**config.mk**
```make
export PLATFORM = sky130hd
export DESIGN_NAME = hsw_retry_ctrl
export DESIGN_NICKNAME = d
export VERILOG_FILES = /design/src/rtl/hsw_pkg.sv /design/src/rtl/hsw_qual.sv /design/src/rtl/hsw_fsm.sv /design/src/rtl/hsw_retry_ctrl.sv
export SDC_FILE = /design/constraint.sdc
export NUM_CORES = 1
export LEC_CHECK = 0
export BUFFER_PORTS_ARGS = -buffer_cell sky130_fd_sc_hd__buf_2
export CORE_ASPECT_RATIO = 1.25
export CORE_MARGIN = 10
export CORE_UTILIZATION = 60
export CTS_CLUSTER_SIZE = 16
export DETAILED_ROUTE_END_ITERATION = 8
export GPL_TIMING_DRIVEN = 0
export PLACE_DENSITY = 0.77
export SETUP_SLACK_MARGIN = 0.05
export SLEW_MARGIN = 20
export SYNTH_ARGS = -nofsm -noshare
export SYNTH_HDL_FRONTEND = slang
export SYNTH_SLANG_ARGS = --single-unit
export TNS_END_PERCENT = 20
```
**constraint.sdc**
```tcl
create_clock -name clk -period 3.3 [get_ports clk]
set_input_delay 0 -clock clk [delete_from_list [all_inputs] [get_ports clk]]
set_output_delay 0 -clock clk [all_outputs]
set_load 0.005 [all_outputs]
```
**src/rtl/hsw_pkg.sv**
```systemverilog
package hsw_pkg;
   typedef enum logic [2:0] {
      ST_OFF   = 3'd0,
      ST_WAIT  = 3'd1,
      ST_RAMP  = 3'd2,
      ST_ON    = 3'd3,
      ST_COOL  = 3'd4,
      ST_LATCH = 3'd5
   } hsw_state_e;

   typedef enum logic [2:0] {
      CZ_NONE    = 3'd0,
      CZ_ILIM    = 3'd1,
      CZ_UV      = 3'd2,
      CZ_OV      = 3'd3,
      CZ_SHORT   = 3'd4,
      CZ_EXHAUST = 3'd5
   } hsw_cause_e;
endpackage

```
**src/rtl/hsw_qual.sv**
```systemverilog
// Debounce qualifier: asymmetric set/release counts give time hysteresis.
module hsw_qual #(
   parameter int CNT_W     = 8,
   parameter int SET_TICKS = 4,
   parameter int CLR_TICKS = 8,
   parameter bit INIT      = 1'b0
) (
   input  logic clk,
   input  logic rst_n,
   input  logic tick_i,
   input  logic raw_i,
   output logic qual_o
);
   localparam logic [CNT_W-1:0] SET_LIM = CNT_W'(SET_TICKS);
   localparam logic [CNT_W-1:0] CLR_LIM = CNT_W'(CLR_TICKS);

   logic             q_q;
   logic [CNT_W-1:0] cnt_q;
   logic [CNT_W-1:0] lim;

   assign lim    = q_q ? CLR_LIM : SET_LIM;
   assign qual_o = q_q;

   always_ff @(posedge clk or negedge rst_n) begin
      if (!rst_n) begin
         q_q   <= INIT;
         cnt_q <= '0;
      end else if (tick_i) begin
         if (raw_i != q_q) begin
            if (cnt_q + 1'b1 >= lim) begin
               q_q   <= raw_i;
               cnt_q <= '0;
            end else begin
               cnt_q <= cnt_q + 1'b1;
            end
         end else begin
            cnt_q <= '0;
         end
      end
   end
endmodule

```
**src/rtl/hsw_fsm.sv**
```systemverilog
module hsw_fsm
   import hsw_pkg::*;
#(
   parameter int CNT_W          = 8,
   parameter int FLT_TICKS      = 8,
   parameter int OFF_TICKS      = 10,
   parameter int PG_TICKS       = 4,
   parameter int GOOD_RUN_TICKS = 20,
   parameter int REMOVE_TICKS   = 30,
   parameter int MAX_RETRY      = 2,
   parameter int RW             = $clog2(MAX_RETRY + 1)
) (
   input  logic          clk,
   input  logic          rst_n,
   input  logic          tick_i,
   input  logic          on_req_i,
   input  logic          ilim_i,
   input  logic          short_i,
   input  logic          vbus_ok_i,
   input  logic          unlock_i,
   input  logic          uv_q_i,
   input  logic          ov_q_i,
   output hsw_state_e    state_o,
   output hsw_cause_e    cause_o,
   output logic [RW-1:0] retry_o
);
   localparam logic [CNT_W-1:0] FLT_LIM  = CNT_W'(FLT_TICKS);
   localparam logic [CNT_W-1:0] OFF_LIM  = CNT_W'(OFF_TICKS);
   localparam logic [CNT_W-1:0] PG_LIM   = CNT_W'(PG_TICKS);
   localparam logic [CNT_W-1:0] GOOD_LIM = CNT_W'(GOOD_RUN_TICKS);
   localparam logic [CNT_W-1:0] RM_LIM   = CNT_W'(REMOVE_TICKS);
   localparam logic [RW-1:0]    RET_LIM  = RW'(MAX_RETRY);

   hsw_state_e       state_q;
   hsw_cause_e       cause_q;
   logic [RW-1:0]    retry_q;
   logic [CNT_W-1:0] ph_q;    // shared phase counter: pg qual / off-time / removal
   logic [CNT_W-1:0] ilim_q;  // current-limit dwell timer
   logic [CNT_W-1:0] good_q;  // clean-run timer
   logic             benign;
   hsw_cause_e       bcause;
   logic             powered;

   assign powered = (state_q == ST_RAMP) || (state_q == ST_ON);

   always_comb begin
      benign = 1'b0;
      bcause = CZ_NONE;
      if (uv_q_i) begin
         benign = 1'b1;
         bcause = CZ_UV;
      end else if (ov_q_i) begin
         benign = 1'b1;
         bcause = CZ_OV;
      end else if (ilim_i && (ilim_q + 1'b1 >= FLT_LIM)) begin
         benign = 1'b1;
         bcause = CZ_ILIM;
      end
   end

   always_ff @(posedge clk or negedge rst_n) begin
      if (!rst_n) begin
         state_q <= ST_OFF;
         cause_q <= CZ_NONE;
         retry_q <= '0;
         ph_q    <= '0;
         ilim_q  <= '0;
         good_q  <= '0;
      end else if (state_q == ST_LATCH) begin
         if (unlock_i) begin
            state_q <= ST_OFF;
            cause_q <= CZ_NONE;
            retry_q <= '0;
            ph_q    <= '0;
         end else if (tick_i) begin
            if (uv_q_i) begin
               if (ph_q + 1'b1 >= RM_LIM) begin
                  state_q <= ST_OFF;
                  cause_q <= CZ_NONE;
                  retry_q <= '0;
                  ph_q    <= '0;
               end else begin
                  ph_q <= ph_q + 1'b1;
               end
            end else begin
               ph_q <= '0;
            end
         end
      end else if (!on_req_i) begin
         state_q <= ST_OFF;
         cause_q <= CZ_NONE;
         ph_q    <= '0;
         ilim_q  <= '0;
         good_q  <= '0;
      end else if (powered && short_i) begin
         state_q <= ST_LATCH;
         cause_q <= CZ_SHORT;
         ph_q    <= '0;
         ilim_q  <= '0;
         good_q  <= '0;
      end else if (tick_i) begin
         unique case (state_q)
            ST_OFF: state_q <= ST_WAIT;
            ST_WAIT: begin
               if (!uv_q_i && !ov_q_i) begin
                  state_q <= ST_RAMP;
                  ph_q    <= '0;
                  ilim_q  <= '0;
               end
            end
            ST_RAMP, ST_ON: begin
               if (benign) begin
                  ph_q   <= '0;
                  ilim_q <= '0;
                  good_q <= '0;
                  if (retry_q >= RET_LIM) begin
                     state_q <= ST_LATCH;
                     cause_q <= CZ_EXHAUST;
                  end else begin
                     state_q <= ST_COOL;
                     cause_q <= bcause;
                     retry_q <= retry_q + 1'b1;
                  end
               end else begin
                  ilim_q <= ilim_i ? ilim_q + 1'b1 : '0;
                  if (state_q == ST_RAMP) begin
                     if (vbus_ok_i) begin
                        if (ph_q + 1'b1 >= PG_LIM) begin
                           state_q <= ST_ON;
                           good_q  <= '0;
                        end else begin
                           ph_q <= ph_q + 1'b1;
                        end
                     end else begin
                        ph_q <= '0;
                     end
                  end else if (good_q + 1'b1 >= GOOD_LIM) begin
                     retry_q <= '0;
                  end else begin
                     good_q <= good_q + 1'b1;
                  end
               end
            end
            ST_COOL: begin
               if (ph_q + 1'b1 >= OFF_LIM) begin
                  state_q <= ST_WAIT;
                  ph_q    <= '0;
               end else begin
                  ph_q <= ph_q + 1'b1;
               end
            end
            default: state_q <= ST_OFF;
         endcase
      end
   end

   assign state_o = state_q;
   assign cause_o = cause_q;
   assign retry_o = retry_q;
endmodule

```
**src/rtl/hsw_retry_ctrl.sv**
```systemverilog
module hsw_retry_ctrl
   import hsw_pkg::*;
#(
   parameter int CNT_W          = 16,
   parameter int DEB_SET_TICKS  = 16,
   parameter int DEB_CLR_TICKS  = 64,
   parameter int FLT_TICKS      = 1000,
   parameter int OFF_TICKS      = 5000,
   parameter int PG_TICKS       = 50,
   parameter int GOOD_RUN_TICKS = 20000,
   parameter int REMOVE_TICKS   = 30000,
   parameter int MAX_RETRY      = 3,
   localparam int RW            = $clog2(MAX_RETRY + 1)
) (
   input  logic          clk,
   input  logic          rst_n,
   input  logic          tick_i,
   input  logic          on_req_i,
   input  logic          ilim_i,
   input  logic          uv_raw_i,
   input  logic          ov_raw_i,
   input  logic          short_i,
   input  logic          vbus_ok_i,
   input  logic          unlock_i,
   output logic          gate_en_o,
   output logic          pgood_o,
   output logic          fault_o,
   output logic [2:0]    cause_o,
   output logic [RW-1:0] retry_o
);
   localparam int LIM_MAX = 2 ** CNT_W - 1;

   initial begin
      assert (MAX_RETRY >= 1) else $error("MAX_RETRY must be at least 1");
      assert (DEB_SET_TICKS >= 1 && DEB_SET_TICKS <= LIM_MAX)
         else $error("DEB_SET_TICKS out of range");
      assert (DEB_CLR_TICKS >= 1 && DEB_CLR_TICKS <= LIM_MAX)
         else $error("DEB_CLR_TICKS out of range");
      assert (FLT_TICKS >= 1 && FLT_TICKS <= LIM_MAX) else $error("FLT_TICKS out of range");
      assert (OFF_TICKS >= 1 && OFF_TICKS <= LIM_MAX) else $error("OFF_TICKS out of range");
      assert (PG_TICKS >= 1 && PG_TICKS <= LIM_MAX) else $error("PG_TICKS out of range");
      assert (GOOD_RUN_TICKS >= 1 && GOOD_RUN_TICKS <= LIM_MAX)
         else $error("GOOD_RUN_TICKS out of range");
      assert (REMOVE_TICKS >= 1 && REMOVE_TICKS <= LIM_MAX)
         else $error("REMOVE_TICKS out of range");
   end

   // index 0: undervoltage (present from reset), index 1: overvoltage
   logic [1:0] raw_vec;
   logic [1:0] qual_vec;
   assign raw_vec = {ov_raw_i, uv_raw_i};

   for (genvar g = 0; g < 2; g++) begin : g_qual
      hsw_qual #(
         .CNT_W    (CNT_W),
         .SET_TICKS(DEB_SET_TICKS),
         .CLR_TICKS(DEB_CLR_TICKS),
         .INIT     (g == 0)
      ) u_qual (
         .clk   (clk),
         .rst_n (rst_n),
         .tick_i(tick_i),
         .raw_i (raw_vec[g]),
         .qual_o(qual_vec[g])
      );
   end

   hsw_state_e st;
   hsw_cause_e cz;

   hsw_fsm #(
      .CNT_W         (CNT_W),
      .FLT_TICKS     (FLT_TICKS),
      .OFF_TICKS     (OFF_TICKS),
      .PG_TICKS      (PG_TICKS),
      .GOOD_RUN_TICKS(GOOD_RUN_TICKS),
      .REMOVE_TICKS  (REMOVE_TICKS),
      .MAX_RETRY     (MAX_RETRY),
      .RW            (RW)
   ) u_fsm (
      .clk      (clk),
      .rst_n    (rst_n),
      .tick_i   (tick_i),
      .on_req_i (on_req_i),
      .ilim_i   (ilim_i),
      .short_i  (short_i),
      .vbus_ok_i(vbus_ok_i),
      .unlock_i (unlock_i),
      .uv_q_i   (qual_vec[0]),
      .ov_q_i   (qual_vec[1]),
      .state_o  (st),
      .cause_o  (cz),
      .retry_o  (retry_o)
   );

   assign gate_en_o = (st == ST_RAMP) || (st == ST_ON);
   assign pgood_o   = (st == ST_ON);
   assign fault_o   = (st == ST_COOL) || (st == ST_LATCH);
   assign cause_o   = cz;
endmodule

```
==> impl_metrics.yaml <==
clock_network:
  cts_buffers: 9
  clk_pin_slew_worst_paths_ns: 0.07
  clockBufferDepth: 2
  h-tree-depth: 3
  clk-insertion-delay-late_ns: 0.35
  cts_tree: "built"
  numClockSinks: 90
  root_buffer: "clkbuf_16"
synthesis:
  synthArstFlopShare: 1.00
  syn_inst: 698
  synth_area_sq_mm: 0.00599
  synth_seq_cells: 90
  yosysWarnings: 0
  ys_seq_area_frac: 0.376
  yosys.area.top_type_share: 0.372
  synth_top_area_cell: "dfrtp_1"
  ys.flop_type: "dfrtp_1"
  synth_fp_nets: 722
  synth_edf_count: 0
  synthDistinctLibCells: 78
  ys_top_cells_by_area: "dfrtp_1 (37%), o21ai_0 (4.4%), nand2_1 (4.4%)"
  avgSynthCellArea_sq_um: 8.58
worst_setup_path:
  cp-start-kind: "flip-flop"
  cp_max_fo: 9
  worstSetupPathType: "flip-flop to flip-flop"
  arrival_ns: 3.39
  cp-end-kind: "flip-flop"
  required_ns: 3.54
power_and_ir_drop:
  finalPower_mw: 3.45
  p_seq_frac: 0.380
  switching_share: 0.353
  p_switching_mw: 1.22
  power_density_mw_per_mm2: 505
  p_int_mw: 2.23
  clkPwrFrac: 0.303
  peakVddDrop_v: 0.000350
  p_leak_nw: 2.90
  p_comb_frac: 0.317
finish:
  layout_common_cells: "dfrtp_1 (86), nand2_1 (69), o21ai_0 (52), nor2_1 (41), a21oi_1 (30)"
  drive_above_1_share: 0.143
  nFillCells: 733
  multiInputGateArea_sq_mm: 0.00364
  regArea_sq_mm: 0.00226
  fin_nets: 760
  syn_to_final_growth_pct: 14.2
  final_common_cell: "dfrtp_1"
  final_util: 0.708
  diodes: 0
  instances_no_fill: 867
floorplanning:
  core_area_sq_mm: 0.00966
  die_y_microns: 132
  pin_count: 18
  initial_core_util: 0.620
  row_count: 40
  die_width_microns: 109
  die_area_sq_mm: 0.0144
routing:
  drt_iter0_markers: 429
  drt_wl_total_microns: 14700
  firstDrtPassIters: 5
  viasPerCell: 6.36
  vias: 5517
  drc_errors: 0
  drtAntennaViolNets: 0
  routedWlPerCell_microns: 17.0
sta:
  clock-skew-final_ns: 0.0106
  min_period_ns: 3.15
  drv_slew: 0
  max_freq_ghz: 0.317
  hold_viol: 0
  slew-limit-headroom: 0.594
  worst_slack_ns: 0.150
  fin_crit_sh: 0.955
  setup_viol: 0
  hold_slack_ns: 0.0473
  worst_slew_pin_slew_ns: 0.603
  rsz0062_at_grt: "yes"
global_routing:
  grt_pass1_wl_microns: 24700
  grt_max_degree: 56
  track_usage: 0.204
  grt_pass1_vias: 5235
  grt_antenna_before_repair: 0
  grt-ovfl-total: 0
status:
  status: "finished, final reports clean"
placement:
  dp_hpwl_microns: 10200
  io_buffers: 17
  dp_cells: 842
  dp_slack_ns: -0.371
  place_congestion: 0.909
flow_run:
  cap_violations: 0
min_path:
  hold_path.class: "input pin to flip-flop"
-- stage by stage --
stage | cell area, sq um | TNS [ns]
finish | 6840 | 0
global route | 6840 | -0.0256
CTS | 6640 | 0
detailed placement | 6260 | -6.31
global placement | 6230 | -3.94
floorplan | 5990 | 0
-- cells in the mapped netlist (all sizes together) (15+ instances only) --
cell type   n
clkbuf     22
inv        21
nor2       46
o21ai      55
and3       15
a31oi      16
nand2      70
xnor2      15
nand3      27
nor3       22
nand4      19
buf        17
nor2b      28
a21oi      32
o31ai      20
and2       15
dfrtp      89
-- repair_timing --
action                                 CTS  global route
hold buffers                             3             0
pin swaps                                1             8
setup buffers                            0             8
setup endpoints to repair               39            53
endpoints found under the hold margin   37             0
gates resized for setup                 11            38
-- cells by family (layout without fill, tap and decap cells) --
logic type / Yosys count / count (layout) / share of synthesized area
and+or+nand+nor: 289 / 289 / 0.255
AOI/OAI and AO/OA: 210 / 210 / 0.240
DFF: 90 / 90 / 0.376
buffers and inverters: 61 / 104 / 0.0456
xor gates and xnor gates: 22 / 22 / 0.0322
adders and majority gates: 14 / 14 / 0.0293
muxes: 12 / 12 / 0.0215
-- final timing paths --
kind	startpoint	to	slack [ns]	cells after the start
setup / recovery	u_fsm.ph_q[0]$_DFFE_PN0P_	u_fsm.state_o[0]$_DFFE_PN0P_	0.15	12
hold / removal	on_req_i	u_fsm.cause_o[0]$_DFFE_PN0P_	0.05	3
setup reg to reg	u_fsm.ph_q[0]$_DFFE_PN0P_	u_fsm.state_o[0]$_DFFE_PN0P_	0.15	12
hold reg to reg	u_fsm.cause_o[1]$_DFFE_PN0P_	u_fsm.cause_o[1]$_DFFE_PN0P_	0.49	2
max in group asynchronous	rst_n	g_qual[0].u_qual.qual_o$_DFFE_PN1P_	2.46	3
min in group asynchronous	rst_n	u_fsm.ph_q[4]$_DFFE_PN0P_	0.16	2
-- power by group through the flow --
| stage | clock network, mW | registers, mW | logic, mW |
|---|---|---|---|
| floorplan | 0 | 1.30 | 0.704 |
| global placement | 0 | 1.32 | 0.955 |
| detailed placement | 0 | 1.33 | 0.991 |
| CTS | 1.06 | 1.31 | 1.02 |
| global route | 1.11 | 1.33 | 1.20 |
| finish | 1.05 | 1.31 | 1.09 |
-- area by class of cell --
cell class                 instances  area share
clock buffer                      12      0.0361
sequential                        90       0.330
buffer                            37      0.0284
tap                              126      0.0231
timing repair buffer              29      0.0300
inverter                          22      0.0121
clock inverter                     4     0.00751
multi-input combinational        547       0.533
-- routing by layer --
metal,share of wire,up-vias,global-route usage
met5,0,-,0
met4,0.022,0,0.0746
met3,0.045,31,0.0338
met2,0.49,148,0.325
met1,0.44,2667,0.268
li1,-,2671,-
-- registers in the layout (all words and copies together) (netlist names) --
| signal | cells |
|---|---|
| u_fsm.ilim_q | 16 |
| u_fsm.good_q | 16 |
| g_qual.u_qual.qual_o | 2 |
| u_fsm.cause_o | 3 |
| u_fsm.ph_q | 16 |
| g_qual.u_qual.cnt_q | 32 |
| u_fsm.state_o | 3 |
| u_fsm.retry_o | 2 |
-- worst max-delay path: stages (launching register included) --
cell	delay, ns
dfrtp_2	0.45
ha_1	0.20
buf_2	0.17
and3_1	0.19
buf_2	0.16
nor3_1	0.20
nor3_1	0.10
a22o_1	0.28
a211oi_2	0.27
a2111oi_4	0.10
or3_4	0.38
a21oi_2	0.18
mux2_2	0.36
No activity file was read; power rests on OpenSTA's default activity.
